--- src/rtl/hexdrv_pkg.sv ---
package hexdrv_pkg;

    typedef enum logic [2:0] {
        ST_IDLE  = 3'd0,
        ST_OPEN  = 3'd1,
        ST_DRIVE = 3'd2,
        ST_REST  = 3'd3,
        ST_PROBE = 3'd4
    } chan_state_t;

    function automatic int unsigned max3(input int unsigned a,
                                         input int unsigned b,
                                         input int unsigned c);
        int unsigned m;
        m = (a > b) ? a : b;
        return (m > c) ? m : c;
    endfunction

endpackage

--- src/rtl/hexdrv_timer.sv ---
module hexdrv_timer #(
    parameter int unsigned W = 8
) (
    input  logic         clk,
    input  logic         rst_n,
    input  logic         clr,
    input  logic         inc,
    input  logic [W-1:0] lim,
    output logic         hit
);

    logic [W-1:0] cnt_q;

    always_ff @(posedge clk or negedge rst_n) begin
        if (!rst_n) begin
            cnt_q <= '0;
        end else if (clr) begin
            cnt_q <= '0;
        end else if (inc) begin
            cnt_q <= cnt_q + W'(1);
        end
    end

    assign hit = (cnt_q == lim);

endmodule

--- src/rtl/hexdrv_chan_fsm.sv ---
module hexdrv_chan_fsm
    import hexdrv_pkg::*;
#(
    parameter int unsigned SHORT_CYC = 4,
    parameter int unsigned OPEN_CYC  = 4,
    parameter int unsigned REST_CYC  = 16,
    parameter int unsigned W         = 8
) (
    input  logic         clk,
    input  logic         rst_n,
    input  logic         cmd,
    input  logic         drain_hi,
    input  logic         tmr_hit,
    output logic         tmr_clr,
    output logic         tmr_inc,
    output logic [W-1:0] tmr_lim,
    output logic         gate,
    output logic         fault
);

    localparam logic [W-1:0] LIM_SHORT = W'(SHORT_CYC - 1);
    localparam logic [W-1:0] LIM_OPEN  = W'(OPEN_CYC - 1);
    localparam logic [W-1:0] LIM_REST  = W'(REST_CYC - 1);

    chan_state_t st_q, st_d;
    logic        done;

    // State register
    always_ff @(posedge clk or negedge rst_n) begin
        if (!rst_n) begin
            st_q <= ST_IDLE;
        end else begin
            st_q <= st_d;
        end
    end

    // Filter limit selected by the current state only
    always_comb begin
        unique case (st_q)
            ST_DRIVE, ST_PROBE: tmr_lim = LIM_SHORT;
            ST_REST:            tmr_lim = LIM_REST;
            default:            tmr_lim = LIM_OPEN;
        endcase
    end

    assign done = tmr_inc && tmr_hit;

    // Counting condition per state
    always_comb begin
        unique case (st_q)
            ST_IDLE:  tmr_inc = !cmd && !drain_hi;
            ST_OPEN:  tmr_inc = 1'b0;
            ST_DRIVE: tmr_inc = cmd && drain_hi;
            ST_REST:  tmr_inc = cmd;
            ST_PROBE: tmr_inc = cmd && drain_hi;
            default:  tmr_inc = 1'b0;
        endcase
    end

    // Next-state logic
    always_comb begin
        st_d = st_q;
        unique case (st_q)
            ST_IDLE: begin
                if (cmd)       st_d = ST_DRIVE;   // go_drive
                else if (done) st_d = ST_OPEN;    // open_confirm
            end
            ST_OPEN: begin
                if (cmd)           st_d = ST_DRIVE; // go_drive
                else if (drain_hi) st_d = ST_IDLE;  // open_gone
            end
            ST_DRIVE: begin
                if (!cmd)      st_d = ST_IDLE;    // cmd_off
                else if (done) st_d = ST_REST;    // short_confirm
            end
            ST_REST: begin
                if (!cmd)      st_d = ST_IDLE;    // cmd_off
                else if (done) st_d = ST_PROBE;   // rest_done
            end
            ST_PROBE: begin
                if (!cmd)           st_d = ST_IDLE;  // cmd_off
                else if (!drain_hi) st_d = ST_DRIVE; // short_gone
                else if (done)      st_d = ST_REST;  // short_again
            end
            default: st_d = ST_IDLE;
        endcase
    end

    // Any state change or broken run restarts the filter
    assign tmr_clr = (st_d != st_q) || !tmr_inc;

    // Output decode
    always_comb begin
        unique case (st_q)
            ST_IDLE:  begin gate = 1'b0; fault = 1'b0; end
            ST_OPEN:  begin gate = 1'b0; fault = 1'b1; end
            ST_DRIVE: begin gate = 1'b1; fault = 1'b0; end
            ST_REST:  begin gate = 1'b0; fault = 1'b1; end
            ST_PROBE: begin gate = 1'b1; fault = 1'b1; end
            default:  begin gate = 1'b0; fault = 1'b0; end
        endcase
    end

endmodule

--- src/rtl/hexdrv_chan.sv ---
module hexdrv_chan #(
    parameter int unsigned SHORT_CYC = 4,
    parameter int unsigned OPEN_CYC  = 4,
    parameter int unsigned REST_CYC  = 16,
    parameter int unsigned W         = 8
) (
    input  logic clk,
    input  logic rst_n,
    input  logic cmd,
    input  logic drain_hi,
    output logic gate,
    output logic fault
);

    logic         clr, inc, hit;
    logic [W-1:0] lim;

    hexdrv_chan_fsm #(
        .SHORT_CYC (SHORT_CYC),
        .OPEN_CYC  (OPEN_CYC),
        .REST_CYC  (REST_CYC),
        .W         (W)
    ) u_fsm (
        .clk      (clk),
        .rst_n    (rst_n),
        .cmd      (cmd),
        .drain_hi (drain_hi),
        .tmr_hit  (hit),
        .tmr_clr  (clr),
        .tmr_inc  (inc),
        .tmr_lim  (lim),
        .gate     (gate),
        .fault    (fault)
    );

    hexdrv_timer #(.W(W)) u_tmr (
        .clk   (clk),
        .rst_n (rst_n),
        .clr   (clr),
        .inc   (inc),
        .lim   (lim),
        .hit   (hit)
    );

endmodule

--- src/rtl/hexdrv_fault_monitor.sv ---
module hexdrv_fault_monitor
    import hexdrv_pkg::*;
#(
    parameter int unsigned NCH       = 6,
    parameter int unsigned SHORT_CYC = 5600,
    parameter int unsigned OPEN_CYC  = 5600,
    parameter int unsigned REST_CYC  = 3280000
) (
    input  logic           clk,
    input  logic           rst_n,
    input  logic [NCH-1:0] cmd_i,
    input  logic [NCH-1:0] drain_hi_i,
    output logic [NCH-1:0] gate_o,
    output logic [NCH-1:0] fault_o
);

    localparam int unsigned MAXC = max3(SHORT_CYC, OPEN_CYC, REST_CYC);
    localparam int unsigned W    = $clog2(MAXC + 1);

    for (genvar k = 0; k < NCH; k++) begin : g_ch
        hexdrv_chan #(
            .SHORT_CYC (SHORT_CYC),
            .OPEN_CYC  (OPEN_CYC),
            .REST_CYC  (REST_CYC),
            .W         (W)
        ) u_ch (
            .clk      (clk),
            .rst_n    (rst_n),
            .cmd      (cmd_i[k]),
            .drain_hi (drain_hi_i[k]),
            .gate     (gate_o[k]),
            .fault    (fault_o[k])
        );
    end

endmodule

--- config.mk ---
export PLATFORM = sky130hd
export DESIGN_NAME = hexdrv_fault_monitor
export DESIGN_NICKNAME = d
export VERILOG_FILES = /design/src/rtl/hexdrv_pkg.sv /design/src/rtl/hexdrv_timer.sv /design/src/rtl/hexdrv_chan_fsm.sv /design/src/rtl/hexdrv_chan.sv /design/src/rtl/hexdrv_fault_monitor.sv
export SDC_FILE = /design/constraint.sdc
export NUM_CORES = 1
export LEC_CHECK = 0
export BUFFER_PORTS_ARGS = -buffer_cell sky130_fd_sc_hd__clkbuf_2
export CAP_MARGIN = 20
export CORE_MARGIN = 3
export CORE_UTILIZATION = 27
export DETAILED_ROUTE_END_ITERATION = 10
export PLACE_DENSITY = 0.48
export SETUP_SLACK_MARGIN = 0.4
export SKIP_LAST_GASP = 1
export SLEW_MARGIN = 30
export SYNTH_ARGS = -nofsm -noshare
export SYNTH_HDL_FRONTEND = slang
export SYNTH_HIERARCHICAL = 1
export SYNTH_SLANG_ARGS = --single-unit
export TNS_END_PERCENT = 100
--- constraint.sdc ---
create_clock -name clk -period 3.8 [get_ports clk]
set_input_delay 0.19 -clock clk [delete_from_list [all_inputs] [get_ports clk]]
set_output_delay 0.19 -clock clk [all_outputs]
set_load 0.1 [all_outputs]
==> results of run 1 <==
cells in the mapped netlist, types with 13 or more instances:
cell type,count,area share (%)
sky130_fd_sc_hd__dfrtp_1,150,35
sky130_fd_sc_hd__buf_4,130,9.0
sky130_fd_sc_hd__nor4_1,57,3.3
sky130_fd_sc_hd__or4_1,13,0.90
sky130_fd_sc_hd__nor3_1,25,1.2
sky130_fd_sc_hd__buf_2,20,0.93
sky130_fd_sc_hd__xnor2_1,72,5.8
sky130_fd_sc_hd__a21oi_1,41,1.9
sky130_fd_sc_hd__o21ai_1,17,0.79
sky130_fd_sc_hd__xor2_1,131,11
sky130_fd_sc_hd__nand3_1,20,0.93
sky130_fd_sc_hd__inv_1,41,1.4
sky130_fd_sc_hd__or3_1,18,1.0
sky130_fd_sc_hd__o21ai_0,35,1.6
sky130_fd_sc_hd__nand4_1,50,2.9
sky130_fd_sc_hd__mux2_2,15,1.6
sky130_fd_sc_hd__nand2_1,63,2.2
sky130_fd_sc_hd__nor2_1,120,4.2
sky130_fd_sc_hd__nor2b_1,33,1.9
sky130_fd_sc_hd__or3_2,20,1.4
sky130_fd_sc_hd__clkbuf_1,23,0.80
sky130_fd_sc_hd__o211ai_1,18,1.2
registers in the layout (all words and copies together), names as in the netlist:
name	cells
g_ch.u_ch/u_tmr/cnt_q	132
g_ch.u_ch/u_fsm/st_q	18
final cells by class:
cell class / count / area share (%)
Sequential cell: 150 / 31.1
Inverter: 41 / 1.33
Clock buffer: 20 / 3.86
Timing Repair Buffer: 90 / 5.19
Tap cell: 518 / 5.36
Multi-Input combinational cell: 941 / 52.0
Clock inverter: 12 / 1.17
worst max-delay path, delay by kind of cell, from the launching register on:
| kind | cells | cell delay (ns) |
|---|---|---|
| xor+xnor | 1 | 0.14 |
| compound gates | 3 | 0.47 |
| buf+inv | 1 | 0.07 |
| flops | 1 | 0.43 |
| simple gates | 7 | 2.12 |
cell families (layout without fill, tap and decap cells):
group                    count (synthesis)  in the layout
multiplexers                            21             21
buffers and inverters                  215            163
AO/OA/AOI/OAI                          152            152
flip-flops                             150            150
adder cells (fa/ha/maj)                  6              6
XOR/XNOR                               203            203
AND/OR/NAND/NOR                        475            475
other                                   12             84
worst min path at each step:
stage | from | to | slack (ns) | cells past startpoint
after global routing | drain_hi_i[1] | g_ch[1].u_ch/u_fsm/st_q[0]$_DFF_PN0_ | 0.08 | 3
after detailed placement | rst_n | g_ch[2].u_ch/u_fsm/st_q[1]$_DFF_PN0_ | 0.36 | 1
final | drain_hi_i[5] | g_ch[5].u_ch/u_fsm/st_q[0]$_DFF_PN0_ | 0.08 | 3
after global placement | rst_n | g_ch[2].u_ch/u_fsm/st_q[1]$_DFF_PN0_ | 0.36 | 1
after floorplan | rst_n | g_ch[0].u_ch/u_fsm/st_q[0]$_DFF_PN0_ | -0.11 | 0
after CTS | drain_hi_i[0] | g_ch[0].u_ch/u_fsm/st_q[0]$_DFF_PN0_ | 0.05 | 3
layout by cell type (no fill, tap or decap), types with 7 or more instances in the layout:
cell type,count
sky130_fd_sc_hd__a21oi_1,37
sky130_fd_sc_hd__or4_4,9
sky130_fd_sc_hd__and2_1,7
sky130_fd_sc_hd__o21ai_0,35
sky130_fd_sc_hd__nand3_1,20
sky130_fd_sc_hd__inv_1,35
sky130_fd_sc_hd__clkbuf_2,24
sky130_fd_sc_hd__nand2_1,58
sky130_fd_sc_hd__o21ai_1,13
sky130_fd_sc_hd__xnor2_1,72
sky130_fd_sc_hd__clkbuf_16,17
sky130_fd_sc_hd__mux2_2,13
sky130_fd_sc_hd__dfrtp_1,144
sky130_fd_sc_hd__conb_1,84
sky130_fd_sc_hd__nor2b_1,27
sky130_fd_sc_hd__nor2_1,120
sky130_fd_sc_hd__xor2_1,131
sky130_fd_sc_hd__nor4_1,42
sky130_fd_sc_hd__nand4_1,50
sky130_fd_sc_hd__or3_2,16
sky130_fd_sc_hd__o211ai_1,18
sky130_fd_sc_hd__and3_1,12
sky130_fd_sc_hd__buf_4,63
sky130_fd_sc_hd__nor3_1,25
sky130_fd_sc_hd__nor4_2,10
sky130_fd_sc_hd__or3_1,18
power groups by stage:
stage	Clock (mW)	Combinational (mW)	Sequential, mW
after floorplan	0	0.238	1.64
after global placement	0	0.258	1.64
after detailed placement	0	0.259	1.64
after CTS	1.83	0.261	1.61
after global routing	1.91	0.301	1.62
final	1.76	0.265	1.62
metal layers:
| layer | routed length, µm | global-route usage (%) | vias to the layer above |
|---|---|---|---|
| li1 | - | - | 4086 |
| met1 | 11200 | 15.2 | 3800 |
| met2 | 9840 | 16.4 | 58 |
| met3 | 513 | 2.03 | 16 |
| met4 | 297 | 3.49 | 0 |
| met5 | 0 | 0 | - |
what timing repair did:
| item | 4_1_cts | 5_1_grt |
|---|---|---|
| pin swaps | 2 | 33 |
| hold buffers | 1 | 0 |
| gates resized for setup | 18 | 52 |
| hold endpoints to repair | 94 | 0 |
| endpoints found under the setup margin | 24 | 36 |
| setup buffers | 1 | 26 |
==> out/summary.log, run 1 <==
INFO  pwr            power_leakage=5.16nW
INFO  setup_path     worst_path_max_delay_cell=sky130_fd_sc_hd__or4_1
INFO  finish         layout.cells.non_filler=1772
INFO  synth          post_synth.cell_area_avg=8.76µm²
INFO  global_route   grt.overflow.total=0
INFO  timing         timing.final.hold_violations=0
INFO  pwr            seq_power_share=44.4%
INFO  global_route   globalRouteTotalUtil=10.7%
INFO  setup_path     crit_start=g_ch[3].u_ch/u_fsm/st_q[0]$_DFF_PN0_
INFO  place          dp_worst_setup_slack=0.0293ns
INFO  pwr            int_pwr=2.71mW
INFO  setup_path     worst_r2r_endpoint=g_ch[3].u_ch/u_tmr/cnt_q[18]$_DFFE_PN0P_
INFO  routing        detail_route.vias_per_cell=4.49
INFO  timing         worstMarginPinSlew=0.835ns
INFO  pwr            power=3.64mW
INFO  finish         layout.filler_cells=4115
INFO  setup_path     required_time_of_the_critical_path=4.16ns
INFO  pwr            power_density=301nW/µm²
INFO  floorplan      initial_core_util=27.7%
INFO  routing        drt-pass1-iter-count=4
INFO  synth          synth_xor_area_share=16.4%
INFO  timing         final.setup.worst_slack=0.475ns
INFO  routing        drt-wirelength-per-cell=12.3µm
INFO  clock_network  cts-root-to-sink-buffers=2
INFO  timing         rsz0062_at_grt=true
INFO  setup_path     worstSetupPathType=reg -> reg
INFO  finish         stdcell_area=12100µm²
INFO  synth          synth-seq-cells=150
INFO  synth          async_reset_ff_share=100%
INFO  synth          post_synth_and_or_nand_nor_area_fraction=24.6%
INFO  setup_path     critical_path.cell_chain=nor2b_2 > nand2_2 > inv_4 > xor2_1 > nor4_1 > nand4_1 > nor4_2 > a21o_1 > o21ai_2 > or4_4 > or4_1 > a21oi_1
INFO  clock_network  clock_transition_at_the_registers_of_the_reported_paths=0.06ns
INFO  synth          yosysWarningCount=6
INFO  finish         finalCoreUtilization=31.0%
INFO  pwr            comb_power_share=7.3%
INFO  finish         layout-drive-gt1-share=18.8%
INFO  synth          synth.yosys.seq_area_share=34.7%
INFO  synth          synth-adder-area-share=0.694%
INFO  clock_network  clock_tree.root_cell=sky130_fd_sc_hd__clkbuf_16
INFO  routing        initialDrtViolationCount=423
INFO  synth          number_of_enable_type_register_cells_in_the_synthesized_netlist=0
INFO  timing         final.min_clock_period=3.32ns
INFO  finish         multi_input_area=6290µm²
INFO  synth          postSynth.topFlopCell=sky130_fd_sc_hd__dfrtp_1
INFO  setup_path     worst_r2r_startpoint=g_ch[3].u_ch/u_fsm/st_q[0]$_DFF_PN0_
INFO  global_route   maximum_number_of_pins_on_one_net_before_global_route_repair=97
INFO  timing         count_of_pins_over_their_slew_limit=0
INFO  timing         setup_viol=0
INFO  timing         post-route-period-util=87.5%
INFO  finish         area.growth.synth_to_final=11.9%
INFO  run            max-cap-violations=0
INFO  synth          syn-cell-area=10800µm²
INFO  timing         relSlewSlack=44.4%
INFO  routing        detail_route.drc_violations=0
INFO  routing        via_count=7960
INFO  global_route   grt_antenna_before_repair=0
INFO  status         outcome=complete, no violations
INFO  routing        postRouteWirelength=21900µm
INFO  finish         nets=1261
INFO  global_route   grt_pass1_wl=37700µm
INFO  setup_path     setup.worst_path.end=g_ch[3].u_ch/u_tmr/cnt_q[18]$_DFFE_PN0P_
INFO  setup_path     ff2ff_setup_slack=0.48ns
INFO  setup_path     ff2ff_path_depth=12
INFO  setup_path     setup.worst_path.end_class=register
INFO  routing        drt.antenna.violating_nets=0
INFO  finish         num_antenna_cells=0
INFO  pwr            switching_power_share_of_the_total=25.5%
INFO  timing         fin_worst_hold_slack=0.0783ns
INFO  pwr            irDropWorstVdd=0.243mV
INFO  setup_path     timing.critical_path.fanout_max=8
INFO  timing         worst_clock_skew=0.0117ns
INFO  place          io_buffers=25
INFO  pwr            clockPowerShare=48.4%
INFO  place          dp_hpwl=15000µm
INFO  clock_network  tritoncts=done
INFO  floorplan      fp-row-count=72
INFO  place          gp_routability_congestion=0.767
INFO  setup_path     max_stage_delay=0.51ns
INFO  clock_network  clock_insertion_delay_worst_skew=0.43ns
INFO  timing         fmax=0.301GHz
INFO  place          dpl_cell_area=11000µm²
INFO  timing         timing.setup.tns=0ns
INFO  place          placed_cells_incl_taps=1712
INFO  finish         area.sequential=3760µm²
INFO  floorplan      num_io_pins=26
INFO  setup_path     crit_start_category=register
INFO  clock_network  clock-sinks=150
INFO  clock_network  cts_made_buffers=17
INFO  synth          syn-instance-count=1234
INFO  synth          muxShareOfSynthArea=2.12%
INFO  synth          yosys.cell_types.count=45
INFO  synth          synth_compound_gate_area_share=8.82%
INFO  pwr            p_sw=0.927mW
INFO  floorplan      core=39100µm²
INFO  synth          synth_top_family_by_area=simple AND/OR/NAND/NOR gates
INFO  global_route   number_of_global_route_vias_before_repair=7661
INFO  floorplan      fp.dieArea=42500µm²
INFO  clock_network  htree_num_levels=4
INFO  hold_path      min_path_type=in -> reg
INFO  floorplan      die_width=206µm
INFO  setup_path     arrival=3.68ns
INFO  floorplan      die_height=206µm
(Power assumes the default switching activity.)
==> run 2, diff against run 1 <==
--- a/config.mk
+++ b/config.mk
@@ -5,7 +5,7 @@
 export SDC_FILE = /design/constraint.sdc
 export NUM_CORES = 1
 export LEC_CHECK = 0
-export BUFFER_PORTS_ARGS = -buffer_cell sky130_fd_sc_hd__clkbuf_2
+export BUFFER_PORTS_ARGS = -buffer_cell sky130_fd_sc_hd__buf_2
 export CAP_MARGIN = 20
 export CORE_MARGIN = 3
 export CORE_UTILIZATION = 27
==> run 2 against run 1 <==
- final area up 0.42%
- count of clock-buffer cells in the layout unchanged
- die area unchanged
- maximum frequency up 0.30%
- global-route usage down 0.11 points
- clock power about the same
- routed wire length up 1.0%
- sequential power about the same
- core utilization up 0.13 points
- power down 0.34%
- sequential share of layout area down 0.14 points
- critical path type unchanged
- largest power group unchanged
- highest routed layer unchanged
==> out/summary.log, run 2 (synthesis gave the netlist of run 1 again) <==
INFO  routing        drt-wirelength-per-cell=12.5µm [was 12.3 µm]
INFO  run            max-cap-violations=0 [unchanged]
INFO  timing         fmax=0.302GHz [was 0.301 GHz]
INFO  place          gp_routability_congestion=0.780 [was 0.767]
INFO  timing         fin_worst_hold_slack=0.0713ns [was 0.0783 ns]
INFO  pwr            switching_power_share_of_the_total=25.6% [was 25.5%]
INFO  setup_path     required_time_of_the_critical_path=4.16ns [about the same]
INFO  timing         final.min_clock_period=3.31ns [was 3.32 ns]
INFO  timing         post-route-period-util=87.2% [was 87.5%]
INFO  pwr            power_leakage=5.20nW [was 5.16 nW]
INFO  floorplan      fp.dieArea=42500µm² [unchanged]
INFO  finish         final_cell_mix=sky130_fd_sc_hd__dfrtp_1 (145), sky130_fd_sc_hd__xor2_1 (131), sky130_fd_sc_hd__nor2_1 (120), sky130_fd_sc_hd__conb_1 (84), sky130_fd_sc_hd__xnor2_1 (72) [was sky130_fd_sc_hd__dfrtp_1 (144), sky130_fd_sc_hd__xor2_1 (131), sky130_fd_sc_hd__nor2_1 (120), sky130_fd_sc_hd__conb_1 (84), sky130_fd_sc_hd__xnor2_1 (72)]
INFO  finish         num_antenna_cells=0 [unchanged]
INFO  floorplan      initial_core_util=27.7% [unchanged]
INFO  pwr            irDropWorstVdd=0.241mV [was 0.243 mV]
INFO  clock_network  clock-sinks=150 [unchanged]
INFO  timing         relSlewSlack=45.1% [was 44.4%]
INFO  finish         largest_regs=g_ch.u_ch/u_tmr/cnt_q x132, g_ch.u_ch/u_fsm/st_q x18 [unchanged]
INFO  pwr            comb_power_share=7.4% [was 7.3%]
INFO  pwr            power_density=299nW/µm² [was 301 nW/µm²]
INFO  routing        drt.antenna.violating_nets=0 [unchanged]
INFO  global_route   globalRouteTotalUtil=10.6% [was 10.7%]
INFO  hold_path      worst_hold_startpoint=cmd_i[5] [was drain_hi_i[5]]
INFO  floorplan      die_height=206µm [unchanged]
INFO  global_route   maximum_number_of_pins_on_one_net_before_global_route_repair=84 [was 97]
INFO  finish         layout-drive-gt1-share=19.0% [was 18.8%]
INFO  place          dpl_cell_area=11000µm² [about the same]
INFO  global_route   number_of_global_route_vias_before_repair=7611 [was 7661]
INFO  floorplan      fp-row-count=72 [unchanged]
INFO  clock_network  cts_made_buffers=17 [unchanged]
INFO  setup_path     crit_start_category=register [unchanged]
INFO  timing         worst_clock_skew=0.0155ns [was 0.0117 ns]
INFO  pwr            clockPowerShare=48.1% [was 48.4%]
INFO  status         outcome=complete, no violations [unchanged]
INFO  finish         area.growth.synth_to_final=12.4% [was 11.9%]
INFO  clock_network  htree_num_levels=4 [unchanged]
INFO  routing        met3WireLength=527µm [was 513 µm]
INFO  setup_path     setup.worst_path.end_class=register [unchanged]
INFO  pwr            int_pwr=2.70mW [was 2.71 mW]
INFO  routing        met2_length=10100µm [was 9840 µm]
INFO  finish         most_common_cell_after_layout_fill_and_taps_aside=sky130_fd_sc_hd__dfrtp_1 [unchanged]
INFO  place          io_buffers=25 [unchanged]
INFO  place          dp_hpwl=15000µm [about the same]
INFO  timing         rsz0062_at_grt=true [unchanged]
INFO  routing        drt-pass1-iter-count=4 [unchanged]
INFO  routing        m1WireLength=11200µm [about the same]
INFO  hold_path      min_path_type=in -> reg [unchanged]
INFO  routing        postRouteWirelength=22100µm [was 21900 µm]
INFO  clock_network  clock_transition_at_the_registers_of_the_reported_paths=0.07ns [was 0.06 ns]
INFO  floorplan      die_width=206µm [unchanged]
INFO  routing        via_count=8032 [was 7960]
INFO  pwr            seq_power_share=44.5% [was 44.4%]
INFO  setup_path     worst_r2r_startpoint=g_ch[4].u_ch/u_fsm/st_q[2]$_DFF_PN0_ [was g_ch[3].u_ch/u_fsm/st_q[0]$_DFF_PN0_]
INFO  timing         setup_viol=0 [unchanged]
INFO  timing         worstMarginPinSlew=0.823ns [was 0.835 ns]
INFO  finish         finalCoreUtilization=31.1% [was 31.0%]
INFO  pwr            p_sw=0.930mW [was 0.927 mW]
INFO  setup_path     worstSetupPathType=reg -> reg [unchanged]
INFO  floorplan      core=39100µm² [unchanged]
INFO  timing         timing.final.hold_violations=0 [unchanged]
INFO  clock_network  clock_tree.root_cell=sky130_fd_sc_hd__clkbuf_16 [unchanged]
INFO  finish         nets=1257 [was 1261]
INFO  routing        maxUsedRoutingLayer=met4 [unchanged]
INFO  routing        initialDrtViolationCount=443 [was 423]
INFO  finish         stdcell_area=12200µm² [was 12100 µm²]
INFO  global_route   grt.overflow.total=0 [unchanged]
INFO  floorplan      num_io_pins=26 [unchanged]
INFO  timing         count_of_pins_over_their_slew_limit=0 [unchanged]
INFO  global_route   grt_antenna_before_repair=0 [unchanged]
INFO  clock_network  cts-root-to-sink-buffers=2 [unchanged]
INFO  clock_network  tritoncts=done [unchanged]
INFO  finish         largest_reg_flops=132 [unchanged]
INFO  routing        detail_route.vias_per_cell=4.54 [was 4.49]
INFO  clock_network  clock_insertion_delay_worst_skew=0.44ns [was 0.43 ns]
INFO  finish         max_flop_register=g_ch.u_ch/u_tmr/cnt_q [unchanged]
INFO  setup_path     arrival=3.67ns [was 3.68 ns]
INFO  routing        detail_route.drc_violations=0 [unchanged]
INFO  setup_path     timing.critical_path.fanout_max=8 [unchanged]
INFO  global_route   grt_pass1_wl=37200µm [was 37700 µm]
INFO  pwr            power=3.63mW [was 3.64 mW]
INFO  setup_path     crit_start=g_ch[4].u_ch/u_fsm/st_q[2]$_DFF_PN0_ [was g_ch[3].u_ch/u_fsm/st_q[0]$_DFF_PN0_]
[run 2: cell types whose count changed in the layout (fill, tap and decap cells not counted), moves of 3 or more]
| cell | before | now |
|---|---|---|
| sky130_fd_sc_hd__nor4_4 | 5 | 8 |
| sky130_fd_sc_hd__buf_4 | 63 | 59 |
| sky130_fd_sc_hd__buf_2 | 0 | 24 |
| sky130_fd_sc_hd__or3_4 | 4 | 9 |
| sky130_fd_sc_hd__or3_2 | 16 | 11 |
| sky130_fd_sc_hd__a21oi_1 | 37 | 34 |
| sky130_fd_sc_hd__a21oi_2 | 4 | 7 |
| sky130_fd_sc_hd__clkbuf_2 | 24 | 0 |
[run 2: metal layers]
metal | track usage [%] | up-vias
met3 | 2.33 | 14
li1 | - | 4076
met4 | 3.10 | 0
met5 | 0 | -
met1 | 14.7 | 3875
met2 | 16.6 | 67
[run 2: stage by stage]
| stage | setup TNS [ns] | worst slack, ns | std cells |
|---|---|---|---|
| 2_1_floorplan | 0 | 0.438 | 1306 |
| 6_report | 0 | 0.485 | 1768 |
| 4_1_cts | 0 | 0.346 | 1744 |
| 3_3_place_gp | 0 | 0.159 | 1710 |
| 5_1_grt | 0 | 0.325 | 1768 |
| 3_5_place_dp | -0.0195 | -0.0195 | 1710 |
[run 2: cell type report]
class                      instances  area (µm²)
timing repair buffer              86         604
fill                            4109       26900
clock inverter                    12         139
clock buffer                      20         457
multi-input combinational        941        6380
sequential                       150        3760
tap                              518         648
inverter                          41         161
[run 2: power by group through the flow]
stage               sequential, mW  clock [mW]  combinational (mW)
global route                  1.62        1.87               0.306
finish                        1.62        1.74               0.270
floorplan                     1.64           0               0.238
detailed placement            1.64           0               0.260
CTS                           1.61        1.82               0.264
global placement              1.64           0               0.258
[run 2: critical path, stage by stage, from the launching register on]
cell,delay [ns]
sky130_fd_sc_hd__dfrtp_1,0.39
sky130_fd_sc_hd__nor2b_2,0.16
sky130_fd_sc_hd__nand2_2,0.08
sky130_fd_sc_hd__buf_4,0.15
sky130_fd_sc_hd__xor2_1,0.14
sky130_fd_sc_hd__nor4_1,0.29
sky130_fd_sc_hd__nand4_1,0.16
sky130_fd_sc_hd__nor4_2,0.36
sky130_fd_sc_hd__a21o_1,0.20
sky130_fd_sc_hd__o21ai_4,0.09
sky130_fd_sc_hd__or4_4,0.59
sky130_fd_sc_hd__or3_2,0.46
sky130_fd_sc_hd__a21oi_1,0.17
[run 2: worst paths after layout]
path                                                            end  slack [ns]  depth (start not counted)
min in group asynchronous      g_ch[2].u_ch/u_fsm/st_q[0]$_DFF_PN0_        0.40                          2
setup reg to reg           g_ch[4].u_ch/u_tmr/cnt_q[20]$_DFFE_PN0P_        0.49                         12
max in group asynchronous      g_ch[5].u_ch/u_fsm/st_q[2]$_DFF_PN0_        2.51                          3
hold / removal                 g_ch[5].u_ch/u_fsm/st_q[2]$_DFF_PN0_        0.07                          2
hold reg to reg            g_ch[5].u_ch/u_tmr/cnt_q[21]$_DFFE_PN0P_        0.58                          2
setup / recovery           g_ch[4].u_ch/u_tmr/cnt_q[20]$_DFFE_PN0P_        0.49                         12
[run 2: repair_timing]
action / in CTS / in global routing
resized for setup: 18 / 68
hold buffers: 1 / 0
pin swaps: 2 / 46
setup buffers: 1 / 24
setup endpoints to repair: 26 / 35
endpoints found under the hold margin: 82 / 0
==> run 3, diff against run 2 <==
--- a/config.mk
+++ b/config.mk
@@ -8,9 +8,10 @@
 export BUFFER_PORTS_ARGS = -buffer_cell sky130_fd_sc_hd__buf_2
 export CAP_MARGIN = 20
 export CORE_MARGIN = 3
-export CORE_UTILIZATION = 27
+export CORE_UTILIZATION = 45
 export DETAILED_ROUTE_END_ITERATION = 10
-export PLACE_DENSITY = 0.48
+export PLACE_DENSITY = 0.68
+export REMOVE_ABC_BUFFERS = 1
 export SETUP_SLACK_MARGIN = 0.4
 export SKIP_LAST_GASP = 1
 export SLEW_MARGIN = 30
==> run 3 against run 2 <==
- register-to-register slack better by 0.02 ns
- largest cell class unchanged
- final area fell by 2.8%
- maximum frequency rose by 0.60%
- clock skew is 0.0082 ns lower
- via count barely moved
- core utilization grew 19 points
- critical path type unchanged
- critical path depth increased by 1
- critical endpoint is now g_ch[5].u_ch/u_tmr/cnt_q[21]$_DFFE_PN0P_
- combinational power grew 1%
- sequential share of layout area rose by 0.87 points
==> out/summary.log, run 3 (synthesis gave the netlist of run 1 again) <==
INFO  status         outcome=complete, no violations [unchanged]
INFO  pwr            clockPowerShare=47.1% [was 48.1%]
INFO  setup_path     cp.buffers_inverters=2 [was 1]
INFO  routing        detail_route.drc_violations=0 [unchanged]
INFO  setup_path     timing.critical_path.fanout_max=6 [was 8]
INFO  setup_path     setup.worst_path.end_class=register [unchanged]
INFO  setup_path     cp_num_cells=13 [was 12]
INFO  routing        via_count=8030 [was 8032]
INFO  clock_network  clock_tree.root_cell=sky130_fd_sc_hd__clkbuf_16 [unchanged]
INFO  timing         post-route-period-util=86.7% [was 87.2%]
INFO  setup_path     crit_start_category=register [unchanged]
INFO  setup_path     critical_path.cell_chain=nor2b_4 > nand2_4 > inv_4 > xor2_1 > nor4_1 > nand4_1 > nor4_4 > a21o_1 > buf_4 > o211ai_2 > or4_4 > or4_1 > a21oi_2 [was nor2b_2 > nand2_2 > buf_4 > xor2_1 > nor4_1 > nand4_1 > nor4_2 > a21o_1 > o21ai_4 > or4_4 > or3_2 > a21oi_1]
INFO  pwr            p_sw=0.834mW [was 0.930 mW]
INFO  routing        drt.antenna.violating_nets=0 [unchanged]
INFO  setup_path     worst_r2r_endpoint=g_ch[5].u_ch/u_tmr/cnt_q[21]$_DFFE_PN0P_ [was g_ch[4].u_ch/u_tmr/cnt_q[20]$_DFFE_PN0P_]
INFO  timing         worstMarginPinSlew=0.852ns [was 0.823 ns]
INFO  pwr            power_density=302nW/µm² [was 299 nW/µm²]
INFO  finish         final_cell_mix=sky130_fd_sc_hd__dfrtp_1 (146), sky130_fd_sc_hd__xor2_1 (131), sky130_fd_sc_hd__nor2_1 (120), sky130_fd_sc_hd__conb_1 (84), sky130_fd_sc_hd__xnor2_1 (72) [was sky130_fd_sc_hd__dfrtp_1 (145), sky130_fd_sc_hd__xor2_1 (131), sky130_fd_sc_hd__nor2_1 (120), sky130_fd_sc_hd__conb_1 (84), sky130_fd_sc_hd__xnor2_1 (72)]
INFO  global_route   number_of_global_route_vias_before_repair=7619 [was 7611]
INFO  place          dp_hpwl=14300µm [was 15000 µm]
INFO  global_route   maximum_number_of_pins_on_one_net_before_global_route_repair=93 [was 84]
INFO  global_route   grt_pass1_wl=35600µm [was 37200 µm]
INFO  pwr            power=3.57mW [was 3.63 mW]
INFO  setup_path     max_stage_delay=0.58ns [was 0.59 ns]
INFO  timing         fmax=0.303GHz [was 0.302 GHz]
INFO  floorplan      num_io_pins=26 [unchanged]
INFO  clock_network  cts_made_buffers=17 [unchanged]
INFO  setup_path     cpLargestDelayFamily=simple AND/OR/NAND/NOR gates [unchanged]
INFO  timing         final.min_clock_period=3.30ns [was 3.31 ns]
INFO  setup_path     ff2ff_path_depth=13 [was 12]
INFO  pwr            switching_power_share_of_the_total=23.4% [was 25.6%]
INFO  finish         nets=1260 [was 1257]
INFO  hold_path      min_path_type=in -> reg [unchanged]
INFO  run            max-cap-violations=0 [unchanged]
INFO  finish         multi_input_area=6290µm² [was 6380 µm²]
INFO  routing        detail_route.vias_per_cell=5.11 [was 4.54]
INFO  floorplan      die_height=161µm [was 206 µm]
INFO  setup_path     arrival=3.64ns [was 3.67 ns]
INFO  pwr            seq_power_share=45.3% [was 44.5%]
INFO  place          gp_routability_congestion=0.807 [was 0.780]
INFO  timing         relSlewSlack=43.2% [was 45.1%]
INFO  timing         count_of_pins_over_their_slew_limit=0 [unchanged]
INFO  clock_network  tritoncts=done [unchanged]
INFO  pwr            int_pwr=2.73mW [was 2.70 mW]
INFO  timing         rsz0062_at_grt=true [unchanged]
INFO  finish         area.growth.synth_to_final=9.29% [was 12.4%]
INFO  floorplan      initial_core_util=45.9% [was 27.7%]
INFO  setup_path     worst_path_max_delay_cell=sky130_fd_sc_hd__or4_4 [unchanged]
INFO  routing        drt-pass1-iter-count=5 [was 4]
INFO  global_route   grt_antenna_before_repair=0 [unchanged]
INFO  setup_path     crit_start=g_ch[5].u_ch/u_fsm/st_q[0]$_DFF_PN0_ [was g_ch[4].u_ch/u_fsm/st_q[2]$_DFF_PN0_]
INFO  clock_network  htree_num_levels=4 [unchanged]
INFO  floorplan      core=23500µm² [was 39100 µm²]
INFO  timing         timing.final.hold_violations=0 [unchanged]
INFO  timing         worst_clock_skew=0.00735ns [was 0.0155 ns]
INFO  finish         layout.cells.non_filler=1570 [was 1768]
INFO  routing        postRouteWirelength=20900µm [was 22100 µm]
INFO  routing        initialDrtViolationCount=517 [was 443]
INFO  timing         setup_viol=0 [unchanged]
INFO  finish         largest_regs=g_ch.u_ch/u_tmr/cnt_q x132, g_ch.u_ch/u_fsm/st_q x18 [unchanged]
INFO  clock_network  clock-sinks=150 [unchanged]
INFO  clock_network  clock_insertion_delay_worst_skew=0.42ns [was 0.44 ns]
INFO  finish         largest_reg_flops=132 [unchanged]
INFO  routing        drt-wirelength-per-cell=13.3µm [was 12.5 µm]
INFO  setup_path     worst_r2r_startpoint=g_ch[5].u_ch/u_fsm/st_q[0]$_DFF_PN0_ [was g_ch[4].u_ch/u_fsm/st_q[2]$_DFF_PN0_]
INFO  place          io_buffers=25 [unchanged]
INFO  finish         stdcell_area=11800µm² [was 12200 µm²]
INFO  global_route   globalRouteTotalUtil=16.0% [was 10.6%]
INFO  finish         layout-drive-gt1-share=18.2% [was 19.0%]
INFO  global_route   grt.overflow.total=0 [unchanged]
INFO  pwr            irDropWorstVdd=0.169mV [was 0.241 mV]
INFO  finish         area.sequential=3760µm² [about the same]
INFO  setup_path     setup.worst_path.end=g_ch[5].u_ch/u_tmr/cnt_q[21]$_DFFE_PN0P_ [was g_ch[4].u_ch/u_tmr/cnt_q[20]$_DFFE_PN0P_]
INFO  pwr            power_leakage=5.13nW [was 5.20 nW]
INFO  floorplan      die_width=161µm [was 206 µm]
INFO  floorplan      fp-row-count=56 [was 72]
INFO  pwr            comb_power_share=7.7% [was 7.4%]
INFO  setup_path     worstSetupPathType=reg -> reg [unchanged]
INFO  floorplan      fp.dieArea=25900µm² [was 42500 µm²]
INFO  setup_path     required_time_of_the_critical_path=4.15ns [was 4.16 ns]
INFO  finish         num_antenna_cells=0 [unchanged]
INFO  place          placed_cells_incl_taps=1518 [was 1710]
INFO  setup_path     ff2ff_setup_slack=0.50ns [was 0.49 ns]
INFO  finish         layout.filler_cells=2209 [was 4109]
INFO  clock_network  cts-root-to-sink-buffers=2 [unchanged]
INFO  finish         most_common_cell_after_layout_fill_and_taps_aside=sky130_fd_sc_hd__dfrtp_1 [unchanged]
INFO  clock_network  clock_transition_at_the_registers_of_the_reported_paths=0.06ns [was 0.07 ns]
INFO  finish         max_flop_register=g_ch.u_ch/u_tmr/cnt_q [unchanged]
INFO  place          dpl_cell_area=10800µm² [was 11000 µm²]
==> run 3: power by group through the flow <==
stage	combinational, mW	clock [mW]	sequential (mW)
2_1_floorplan	0.155	0	1.64
3_3_place_gp	0.257	0	1.64
5_1_grt	0.308	1.80	1.61
3_5_place_dp	0.260	0	1.64
4_1_cts	0.266	1.72	1.61
6_report	0.274	1.68	1.61
==> run 3: what timing repair did <==
item	CTS	global route
hold endpoints to repair	90	0
pin swaps	7	33
hold buffers	1	0
endpoints found under the setup margin	27	35
resized for setup	22	54
gates cloned	0	0
buffers inserted	3	18
==> run 3: metal layers <==
metal | GRT usage, % | part of all wire, %
met1 | 22.0 | 48
met2 | 26.2 | 48
met3 | 3.33 | 2.5
met4 | 3.91 | 0.83
met5 | 0 | 0
==> run 3: layout make-up <==
type                       count  share of cell area [%]
clock buffer                  22                    3.84
clock inverter                 8                    1.07
inverter                      41                    1.34
multi-input combinational    941                    53.2
sequential                   150                    31.8
tap                          319                    3.38
timing repair buffer          89                    5.34
==> run 3: tightest hold or removal path, cell delays in order <==
cell and delay, ns:
sky130_fd_sc_hd__buf_2 0.13, sky130_fd_sc_hd__nand4_1 0.07, sky130_fd_sc_hd__nand3_1 0.06
==> run 3: how the worst min path moves through the flow <==
stage	from	slack, ns	depth (start not counted)	to
floorplan	rst_n	-0.11	0	g_ch[0].u_ch/u_fsm/st_q[0]$_DFF_PN0_
finish	drain_hi_i[4]	0.08	3	g_ch[4].u_ch/u_fsm/st_q[0]$_DFF_PN0_
detailed placement	rst_n	0.33	1	g_ch[4].u_ch/u_fsm/st_q[0]$_DFF_PN0_
global route	cmd_i[4]	0.07	2	g_ch[4].u_ch/u_fsm/st_q[2]$_DFF_PN0_
CTS	drain_hi_i[4]	0.06	3	g_ch[4].u_ch/u_fsm/st_q[0]$_DFF_PN0_
global placement	rst_n	0.33	1	g_ch[4].u_ch/u_fsm/st_q[0]$_DFF_PN0_
==> run 3: metrics by stage <==
stage	TNS, ns	setup WS (ns)	utilization, %	hold WS [ns]
floorplan	-2.70	-0.179	-	-0.106
finish	0	0.505	50.2	0.0773
global route	0	0.172	50.2	0.0714
global placement	0	0.0741	45.7	0.329
detailed placement	-0.0290	-0.0290	45.7	0.334
CTS	0	0.422	48.6	0.0623
